**src/rtl/sa_pkg.sv**
```systemverilog
package sa_pkg;
    typedef enum logic [2:0] {
        ST_IDLE    = 3'd0,
        ST_RAISED  = 3'd1,
        ST_ACKED   = 3'd2,
        ST_SENDING = 3'd3,
        ST_SERVED  = 3'd4
    } sa_state_e;
endpackage

```
**src/rtl/sa_rise_det.sv**
```systemverilog
module sa_rise_det (
    input  logic clk,
    input  logic rst_n,
    input  logic level_in,
    output logic rise
);
    logic level_q;

    always_ff @(posedge clk) begin
        if (!rst_n) level_q <= 1'b0;
        else        level_q <= level_in;
    end

    assign rise = level_in & ~level_q;
endmodule

```
**src/rtl/sa_regif.sv**
```systemverilog
module sa_regif #(
    parameter int          DATA_W   = 8,
    parameter logic [7:0]  CFG_IDX  = 8'h40,
    parameter logic [7:0]  STAT_IDX = 8'h1C,
    parameter int          EN_POS   = 4,
    parameter int          CLR_POS  = 7
) (
    input  logic              clk,
    input  logic              rst_n,
    input  logic              wr_stb,
    input  logic [DATA_W-1:0] wr_reg,
    input  logic [DATA_W-1:0] wr_data,
    output logic              alert_en,
    output logic              clr_req
);
    always_ff @(posedge clk) begin
        if (!rst_n)
            alert_en <= 1'b0;
        else if (wr_stb && wr_reg == DATA_W'(CFG_IDX))
            alert_en <= wr_data[EN_POS];
    end

    assign clr_req = wr_stb && (wr_reg == DATA_W'(STAT_IDX)) && wr_data[CLR_POS];
endmodule

```
**src/rtl/sa_ara_fsm.sv**
```systemverilog
module sa_ara_fsm
    import sa_pkg::*;
#(
    parameter int              ADDR_W   = 7,
    parameter logic [6:0]      ARA_ADDR = 7'h09,
    localparam int             DATA_W   = ADDR_W + 1
) (
    input  logic              clk,
    input  logic              rst_n,
    input  logic              alert_en,
    input  logic              fault_rise,
    input  logic              clr_req,
    input  logic [ADDR_W-1:0] own_addr,
    input  logic              addr_stb,
    input  logic [ADDR_W-1:0] addr,
    input  logic              addr_rnw,
    input  logic              rd_req,
    input  logic              tx_done,
    output logic              addr_ack,
    output logic [DATA_W-1:0] rd_data,
    output logic              alerting,
    output logic              trig_flag
);
    sa_state_e state, state_nx;
    logic      ara_hit;

    assign ara_hit = addr_stb && addr_rnw && (addr == ADDR_W'(ARA_ADDR));

    // state register
    always_ff @(posedge clk) begin
        if (!rst_n) state <= ST_IDLE;
        else        state <= state_nx;
    end

    // next-state logic
    always_comb begin
        state_nx = state;
        unique case (state)
            ST_IDLE:    if (alert_en && fault_rise) state_nx = ST_RAISED;
            ST_RAISED:  if (ara_hit)                state_nx = ST_ACKED;
            ST_ACKED: begin
                if (addr_stb)                       state_nx = ST_RAISED;
                else if (rd_req)                    state_nx = ST_SENDING;
            end
            ST_SENDING: begin
                if (addr_stb)                       state_nx = ST_RAISED;
                else if (tx_done)                   state_nx = ST_SERVED;
            end
            ST_SERVED:  if (clr_req)                state_nx = ST_IDLE;
            default:                                state_nx = ST_IDLE;
        endcase
    end

    // outputs
    always_ff @(posedge clk) begin
        if (!rst_n) begin
            addr_ack <= 1'b0;
            rd_data  <= '0;
        end else begin
            addr_ack <= (state == ST_RAISED) && ara_hit;
            if (state == ST_ACKED && !addr_stb && rd_req)
                rd_data <= {own_addr, 1'b0};
        end
    end

    assign alerting  = (state == ST_RAISED) || (state == ST_ACKED) || (state == ST_SENDING);
    assign trig_flag = (state != ST_IDLE);
endmodule

```
**src/rtl/smb_alert_resp.sv**
```systemverilog
module smb_alert_resp #(
    parameter int          ADDR_W   = 7,
    parameter logic [6:0]  ARA_ADDR = 7'h09,
    parameter logic [7:0]  CFG_IDX  = 8'h40,
    parameter logic [7:0]  STAT_IDX = 8'h1C,
    localparam int         DATA_W   = ADDR_W + 1
) (
    input  logic              clk,
    input  logic              rst_n,
    input  logic [ADDR_W-1:0] own_addr,
    input  logic              pin_is_alert,
    input  logic              fault_in,
    input  logic              addr_stb,
    input  logic [ADDR_W-1:0] addr,
    input  logic              addr_rnw,
    output logic              addr_ack,
    input  logic              rd_req,
    output logic [DATA_W-1:0] rd_data,
    input  logic              tx_done,
    input  logic              wr_stb,
    input  logic [DATA_W-1:0] wr_reg,
    input  logic [DATA_W-1:0] wr_data,
    output logic              alert_pull,
    output logic              trig_flag
);
    logic fault_rise;
    logic alert_en;
    logic clr_req;
    logic alerting;

    sa_rise_det u_rise (
        .clk      (clk),
        .rst_n    (rst_n),
        .level_in (fault_in),
        .rise     (fault_rise)
    );

    sa_regif #(
        .DATA_W   (DATA_W),
        .CFG_IDX  (CFG_IDX),
        .STAT_IDX (STAT_IDX),
        .EN_POS   (4),
        .CLR_POS  (7)
    ) u_regif (
        .clk      (clk),
        .rst_n    (rst_n),
        .wr_stb   (wr_stb),
        .wr_reg   (wr_reg),
        .wr_data  (wr_data),
        .alert_en (alert_en),
        .clr_req  (clr_req)
    );

    sa_ara_fsm #(
        .ADDR_W   (ADDR_W),
        .ARA_ADDR (ARA_ADDR)
    ) u_fsm (
        .clk        (clk),
        .rst_n      (rst_n),
        .alert_en   (alert_en),
        .fault_rise (fault_rise),
        .clr_req    (clr_req),
        .own_addr   (own_addr),
        .addr_stb   (addr_stb),
        .addr       (addr),
        .addr_rnw   (addr_rnw),
        .rd_req     (rd_req),
        .tx_done    (tx_done),
        .addr_ack   (addr_ack),
        .rd_data    (rd_data),
        .alerting   (alerting),
        .trig_flag  (trig_flag)
    );

    // pin: alert function when enabled, plain fault output otherwise
    assign alert_pull = pin_is_alert & (alert_en ? alerting : fault_in);
endmodule

```
**config.mk**
```make
export PLATFORM = sky130hd
export DESIGN_NAME = smb_alert_resp
export DESIGN_NICKNAME = d
export VERILOG_FILES = /design/src/rtl/sa_pkg.sv /design/src/rtl/sa_rise_det.sv /design/src/rtl/sa_regif.sv /design/src/rtl/sa_ara_fsm.sv /design/src/rtl/smb_alert_resp.sv
export SDC_FILE = /design/constraint.sdc
export NUM_CORES = 1
export LEC_CHECK = 0
export BUFFER_PORTS_ARGS = -buffer_cell sky130_fd_sc_hd__clkbuf_2
export CAP_MARGIN = 40
export CORE_MARGIN = 2
export CORE_UTILIZATION = 30
export CTS_CLUSTER_SIZE = 40
export DETAILED_ROUTE_END_ITERATION = 7
export SLEW_MARGIN = 20
export SYNTH_ARGS = -nofsm -noshare
export SYNTH_HDL_FRONTEND = slang
export SYNTH_SLANG_ARGS = --single-unit
```
**constraint.sdc**
```tcl
create_clock -name clk -period 1.8 [get_ports clk]
set_clock_uncertainty 0.2 [all_clocks]
set_input_delay 0.27 -clock clk [delete_from_list [all_inputs] [get_ports clk]]
set_output_delay 0.27 -clock clk [all_outputs]
set_load 0.01 [all_outputs]
```
* After elaboration in Yosys (flattened, before gate mapping)
Cells that the tools add are included.
Storage, ports and cells: register bits 13, bits of input ports 39, output and inout bits 11, logic and storage cells 44
Operators by class: equal/unequal tests 12, muxes and demuxes 9, bitwise operators 3, reductions and logical operators 15
Operators with widths (count):
- 3-bit two-way mux | 7
- 3-bit one-hot mux with 5 select lines | 1
- 1-bit logical AND | 9
- 8-bit by 5-bit equality test with 1-bit output, second input constant | 1
- 8-bit by 7-bit equality test with 1-bit output, second input constant | 1
- 7-bit by 4-bit equality test with 1-bit output, second input constant | 1
- 3-bit by 2-bit equality test with 1-bit output, second input constant | 2
- 3-bit inequality test, second input constant | 2
- 5-bit AND reduction | 1
- 2-bit by 1-bit inequality test with 1-bit output, second input constant | 2
- 3-bit by 1-bit equality test with 1-bit output, second input constant | 1
- 3-bit equality test, second input constant | 1
- 3-bit logical NOT | 1
- 3-bit nonzero test | 1
- 1-bit AND | 2
- 1-bit logical OR | 2
- 2-bit inequality test, second input constant | 1
- 1-bit logical NOT | 1
- 1-bit two-way mux | 1
- 1-bit NOT | 1

* Logic depth before layout (Yosys ltp)
depth after elaboration 5, mapped depth 5, mapped depth without buffers 4

* Modules after synthesis
Synthesis repeated with hierarchy kept, for this count alone.
Unflattened totals: cells, all modules 74, area, all modules 704.4 um^2
By module, submodules not included:
- sa_ara_fsm | instances 1, cells each 58, area each 560.5 um^2, seq. area each 220.2 um^2
- sa_regif | instances 1, cells each 11, area each 87.6 um^2, seq. area each 20.0 um^2
- sa_rise_det | instances 1, cells each 3, area each 40.0 um^2, seq. area each 20.0 um^2
- smb_alert_resp | instances 1, cells each 2, area each 16.3 um^2, seq. area each 0.0 um^2

* Least setup slack after synthesis
Ideal clock, no wire load.
path type input -> register, start point input addr[5], end point register u_fsm.state[0], setup time 0.116 ns, data arrival time 1.295 ns, data required time 1.484 ns, path slack 0.190 ns, stages 4, path buffers 0, cells stage by stage or4b_4 -> o31ai_4 -> a21oi_1 -> a31o_1
Between the ends: word-level cells in the longest chain between the ends 4
RTL lines:
- start, declared | line smb_alert_resp.sv:14 | input logic [ADDR_W-1:0] addr,
- 7-bit by 4-bit equality test with 1-bit output | line sa_ara_fsm.sv:27 | assign ara_hit = addr_stb && addr_rnw && (addr == ADDR_W'(ARA_ADDR));
- 1-bit logical AND | line sa_ara_fsm.sv:27
- 2-bit by 1-bit inequality test with 1-bit output (no source line)
- 5-bit AND reduction (no source line)
- end signal, assigned | line sa_ara_fsm.sv:32 | else state <= state_nx;
- end, declared | line sa_ara_fsm.sv:24 | sa_state_e state, state_nx;
No other way between the ends. A chain may end at the register's enable or synchronous reset.

* Worst setup path in the final report
start point register u_fsm.state[0], end point output alert_pull
Between the ends: word-level cells in the longest chain between the ends 5, elaborated cells on any way between the ends 7, classes of those cells eq/ne (3); mux (1); bitwise (1); reduce/logical (2)
RTL lines:
- 3-bit by 1-bit equality test with 1-bit output / 3-bit by 2-bit equality test with 1-bit output (equally long branches) | line sa_ara_fsm.sv:66 | assign alerting = (state == ST_RAISED) || (state == ST_ACKED) || (state == ST_SENDING);
- 1-bit logical OR | line sa_ara_fsm.sv:66
- 1-bit logical OR (*) | line sa_ara_fsm.sv:66
- 1-bit two-way mux (*) | line smb_alert_resp.sv:76 | assign alert_pull = pin_is_alert & (alert_en ? alerting : fault_in);
- 1-bit AND (*) | line smb_alert_resp.sv:76
- end, declared | line smb_alert_resp.sv:23 | output logic alert_pull,
Every way passes the cells marked *; elsewhere a longest branch is shown, timed or not.

==> run_summary.xml <==
<?xml version="1.0" encoding="UTF-8"?>
<metrics>
  <group name="clock_tree">
    <metric name="cts_tree" unit="">done</metric>
    <metric name="clkLatencyLatePin" unit="ps">270</metric>
    <metric name="clkSlewWorstSetupHoldPaths" unit="ps">80</metric>
    <metric name="tritoncts.num_buffers" unit="">3</metric>
    <metric name="clock_tree.buffer_depth" unit="">2</metric>
    <metric name="htreeDepth" unit="">1</metric>
    <metric name="count_of_hold_fix_buffers_inserted_at_cts" unit="">0</metric>
    <metric name="clockRootBuffer" unit="">sky130_fd_sc_hd__clkbuf_4</metric>
    <metric name="clock_sinks" unit="">13</metric>
  </group>
  <group name="timing">
    <metric name="drv_slew" unit="">0</metric>
    <metric name="period_needed" unit="ps">1644</metric>
    <metric name="number_of_failing_hold_endpoints_at_the_final_stage" unit="">0</metric>
    <metric name="layout_setup_ws" unit="ps">155.9</metric>
    <metric name="setup_violations" unit="">0</metric>
    <metric name="achievable-frequency" unit="GHz">0.6082</metric>
    <metric name="setup_tns" unit="ps">0</metric>
    <metric name="grt_setup_unrepaired" unit="">no</metric>
    <metric name="period_share" unit="">0.9134</metric>
  </group>
  <group name="detailed_routing">
    <metric name="drt-pass1-iter-count" unit="">4</metric>
    <metric name="drt_iter0_markers" unit="">2</metric>
    <metric name="via_count" unit="">646</metric>
    <metric name="routed_via_density" unit="">4.517</metric>
    <metric name="drt-total-wl" unit="um">1382</metric>
    <metric name="postRouteAntennaNets" unit="">0</metric>
    <metric name="remaining_drc_errors" unit="">0</metric>
    <metric name="wl_per_cell" unit="um">9.664</metric>
  </group>
  <group name="logic_synthesis">
    <metric name="ys_seq_elements" unit="">13</metric>
    <metric name="netlist_area_pre_place" unit="um^2">675.6</metric>
    <metric name="sequential_area_share_after_synthesis" unit="">0.3852</metric>
    <metric name="synth_flop_cell" unit="">sky130_fd_sc_hd__dfxtp_1</metric>
    <metric name="syn-instance-count" unit="">71</metric>
    <metric name="share_of_async_settable_or_async_resettable_flops_after_synthesis" unit="">0</metric>
    <metric name="avgSynthCellArea" unit="um^2">9.516</metric>
    <metric name="ys_warn_count" unit="">0</metric>
    <metric name="yosys.cell_types.count" unit="">29</metric>
    <metric name="synth_enable_flop_cells" unit="">0</metric>
    <metric name="total_nets_after_synthesis" unit="">110</metric>
  </group>
  <group name="global_route">
    <metric name="grt_first_pass_wirelength" unit="um">2125</metric>
    <metric name="grt_antenna_before_repair" unit="">0</metric>
    <metric name="grt_max_degree" unit="">15</metric>
    <metric name="first_global_vias" unit="">545</metric>
    <metric name="grt_usage" unit="">0.1074</metric>
    <metric name="global_route.overflow_total" unit="">0</metric>
  </group>
  <group name="pwr">
    <metric name="clkPwrFrac" unit="">0.306</metric>
    <metric name="vdd_ir_drop_max" unit="uV">298.1</metric>
    <metric name="power.share.switching" unit="">0.2403</metric>
    <metric name="cellPowerDensity" unit="nW/um^2">597.9</metric>
    <metric name="seq_power_share" unit="">0.529</metric>
    <metric name="leakagePower" unit="nW">0.4807</metric>
    <metric name="switching_power" unit="mW">0.1356</metric>
    <metric name="p_int" unit="mW">0.4285</metric>
    <metric name="pwr-share-comb" unit="">0.165</metric>
  </group>
  <group name="worst_setup_path">
    <metric name="critPathMaxStageDelay" unit="ps">400</metric>
    <metric name="path_common_cell" unit="">sky130_fd_sc_hd__nor2_1</metric>
    <metric name="crit_path_class" unit="">register to output pin</metric>
    <metric name="crit_buf_inv" unit="">1</metric>
    <metric name="critical_path.endpoint_type" unit="">output pin</metric>
    <metric name="timing.critical_path.fanout_max" unit="">9</metric>
    <metric name="crit_path_start_kind" unit="">register</metric>
    <metric name="critical-path-top-delay-family" unit="">flip-flops</metric>
    <metric name="slowest_cp_cell" unit="">sky130_fd_sc_hd__dfxtp_2</metric>
    <metric name="worst_ep_required_time" unit="ps">1330</metric>
    <metric name="timing.critical_path.cells" unit="">nor2_1, nor2_1, mux2i_1, nor2b_1, clkbuf_2</metric>
    <metric name="critPathArrivalTime" unit="ps">1170</metric>
  </group>
  <group name="cells_and_area">
    <metric name="num_antenna_cells" unit="">0</metric>
    <metric name="nNetsFinal" unit="">155</metric>
    <metric name="area_growth" unit="%">39.63</metric>
    <metric name="finish.instance_area" unit="um^2">943.4</metric>
    <metric name="most-common-layout-cells" unit="">sky130_fd_sc_hd__clkbuf_2 (42), sky130_fd_sc_hd__dfxtp_1 (12), sky130_fd_sc_hd__nor2b_1 (10), sky130_fd_sc_hd__mux2i_1 (9), sky130_fd_sc_hd__nand2_1 (5)</metric>
    <metric name="stdcell_count" unit="">143</metric>
    <metric name="layout_commonest_cell" unit="">sky130_fd_sc_hd__clkbuf_2</metric>
    <metric name="finish.utilization" unit="">0.4348</metric>
    <metric name="final_layout_size_suffix_gt1_frac" unit="">0.4696</metric>
  </group>
  <group name="die">
    <metric name="initial_core_util" unit="">0.3114</metric>
    <metric name="die-width" unit="um">51.46</metric>
    <metric name="fp.dieH" unit="um">51.46</metric>
    <metric name="design.die.area" unit="um^2">2648</metric>
    <metric name="io-pin-count" unit="">50</metric>
    <metric name="core-area" unit="um^2">2170</metric>
    <metric name="rows" unit="">17</metric>
  </group>
  <group name="place">
    <metric name="placement.io_buffers" unit="">42</metric>
    <metric name="preCtsSetupSlack" unit="ps">47.30</metric>
    <metric name="gp_routability_congestion" unit="">0.6905</metric>
    <metric name="dpl_cell_area" unit="um^2">914.6</metric>
    <metric name="post-place-cells" unit="">139</metric>
  </group>
  <group name="status">
    <metric name="outcome" unit="">complete, no violations</metric>
  </group>
  <group name="run">
    <metric name="cap_viol_max_count" unit="">0</metric>
  </group>
  <group name="min_path">
    <metric name="holdCritPathClass" unit="">input port to register</metric>
  </group>
</metrics>
[path summary, 6_finish.rpt]
| check | start | slack [ps] | cells past startpoint | to |
|---|---|---|---|---|
| max | u_fsm.state[0] | 160 | 5 | alert_pull |
| min | fault_in | 40 | 2 | u_rise.level_q |
| max reg2reg | u_fsm.state[1] | 290 | 5 | u_fsm.rd_data[5] |
| min reg2reg | u_fsm.rd_data[3] | 320 | 2 | u_fsm.rd_data[3] |
[area by class of cell]
class | instances | area [um^2]
Clock buffer | 3 | 22.52
Multi-Input combinational cell | 53 | 390.4
Inverter | 1 | 3.754
Sequential cell | 13 | 261.5
Tap cell | 28 | 35.03
Timing Repair Buffer | 44 | 225.2
Clock inverter | 1 | 5.005
Fill cell | 234 | 1226
[kinds of logic (layout without fill, tap and decap cells)]
family | count (synthesis) | after routing | share of synthesized area
and+or+nand+nor | 35 | 35 | 0.3315
DFF | 13 | 13 | 0.3852
muxes | 9 | 9 | 0.1333
AOI/OAI and AO/OA | 8 | 8 | 0.1074
buffers and inverters | 5 | 49 | 0.03703
other | 1 | 1 | 0.005550
[power by group through the flow]
stage | logic, mW | clock network, mW | registers (mW)
after detailed placement | 0.0940 | 0 | 0.304
after global routing | 0.103 | 0.195 | 0.299
after CTS | 0.0947 | 0.183 | 0.297
after global placement | 0.0921 | 0 | 0.304
final | 0.0931 | 0.173 | 0.298
after floorplan | 0.0515 | 0 | 0.299
[cell usage after synthesis (all sizes together), types with 2 or more instances]
cell    instances  area (um^2)
dfxtp          13        260.3
nor2b          10        62.56
mux2i           9        90.09
nand2           5        18.77
nand3b          4        30.03
buf             3        17.52
a21oi           2        10.01
nand3           2        10.01
nor2            2        7.510
nor3            2        10.01
nor3b           2        20.02
or2b            2        17.52
[state kept, by name, indices dropped and copies added (netlist names)]
signal            flops
u_fsm.state           3
u_rise.level_q        1
u_regif.alert_en      1
u_fsm.addr_ack        1
u_fsm.rd_data         7
[routing by layer]
layer,GRT usage,part of all wire
met4,0.03947,0.012
met2,0.1923,0.51
met3,0.04094,0.059
met1,0.1127,0.42
met5,0,0
[per-stage QoR]
step                      hold WS, ps  power, mW
after floorplan                 191.7     0.3502
after global placement          297.2     0.3959
after detailed placement        314.8     0.3981
after CTS                       30.74     0.5745
after global routing            32.86     0.5974
final                           36.06     0.5641
[repair_timing]
action,CTS,global route
buffers inserted,0,0
setup endpoints to repair,0,1
gates resized for setup,0,1
No activity file was read; power rests on OpenSTA's default activity.
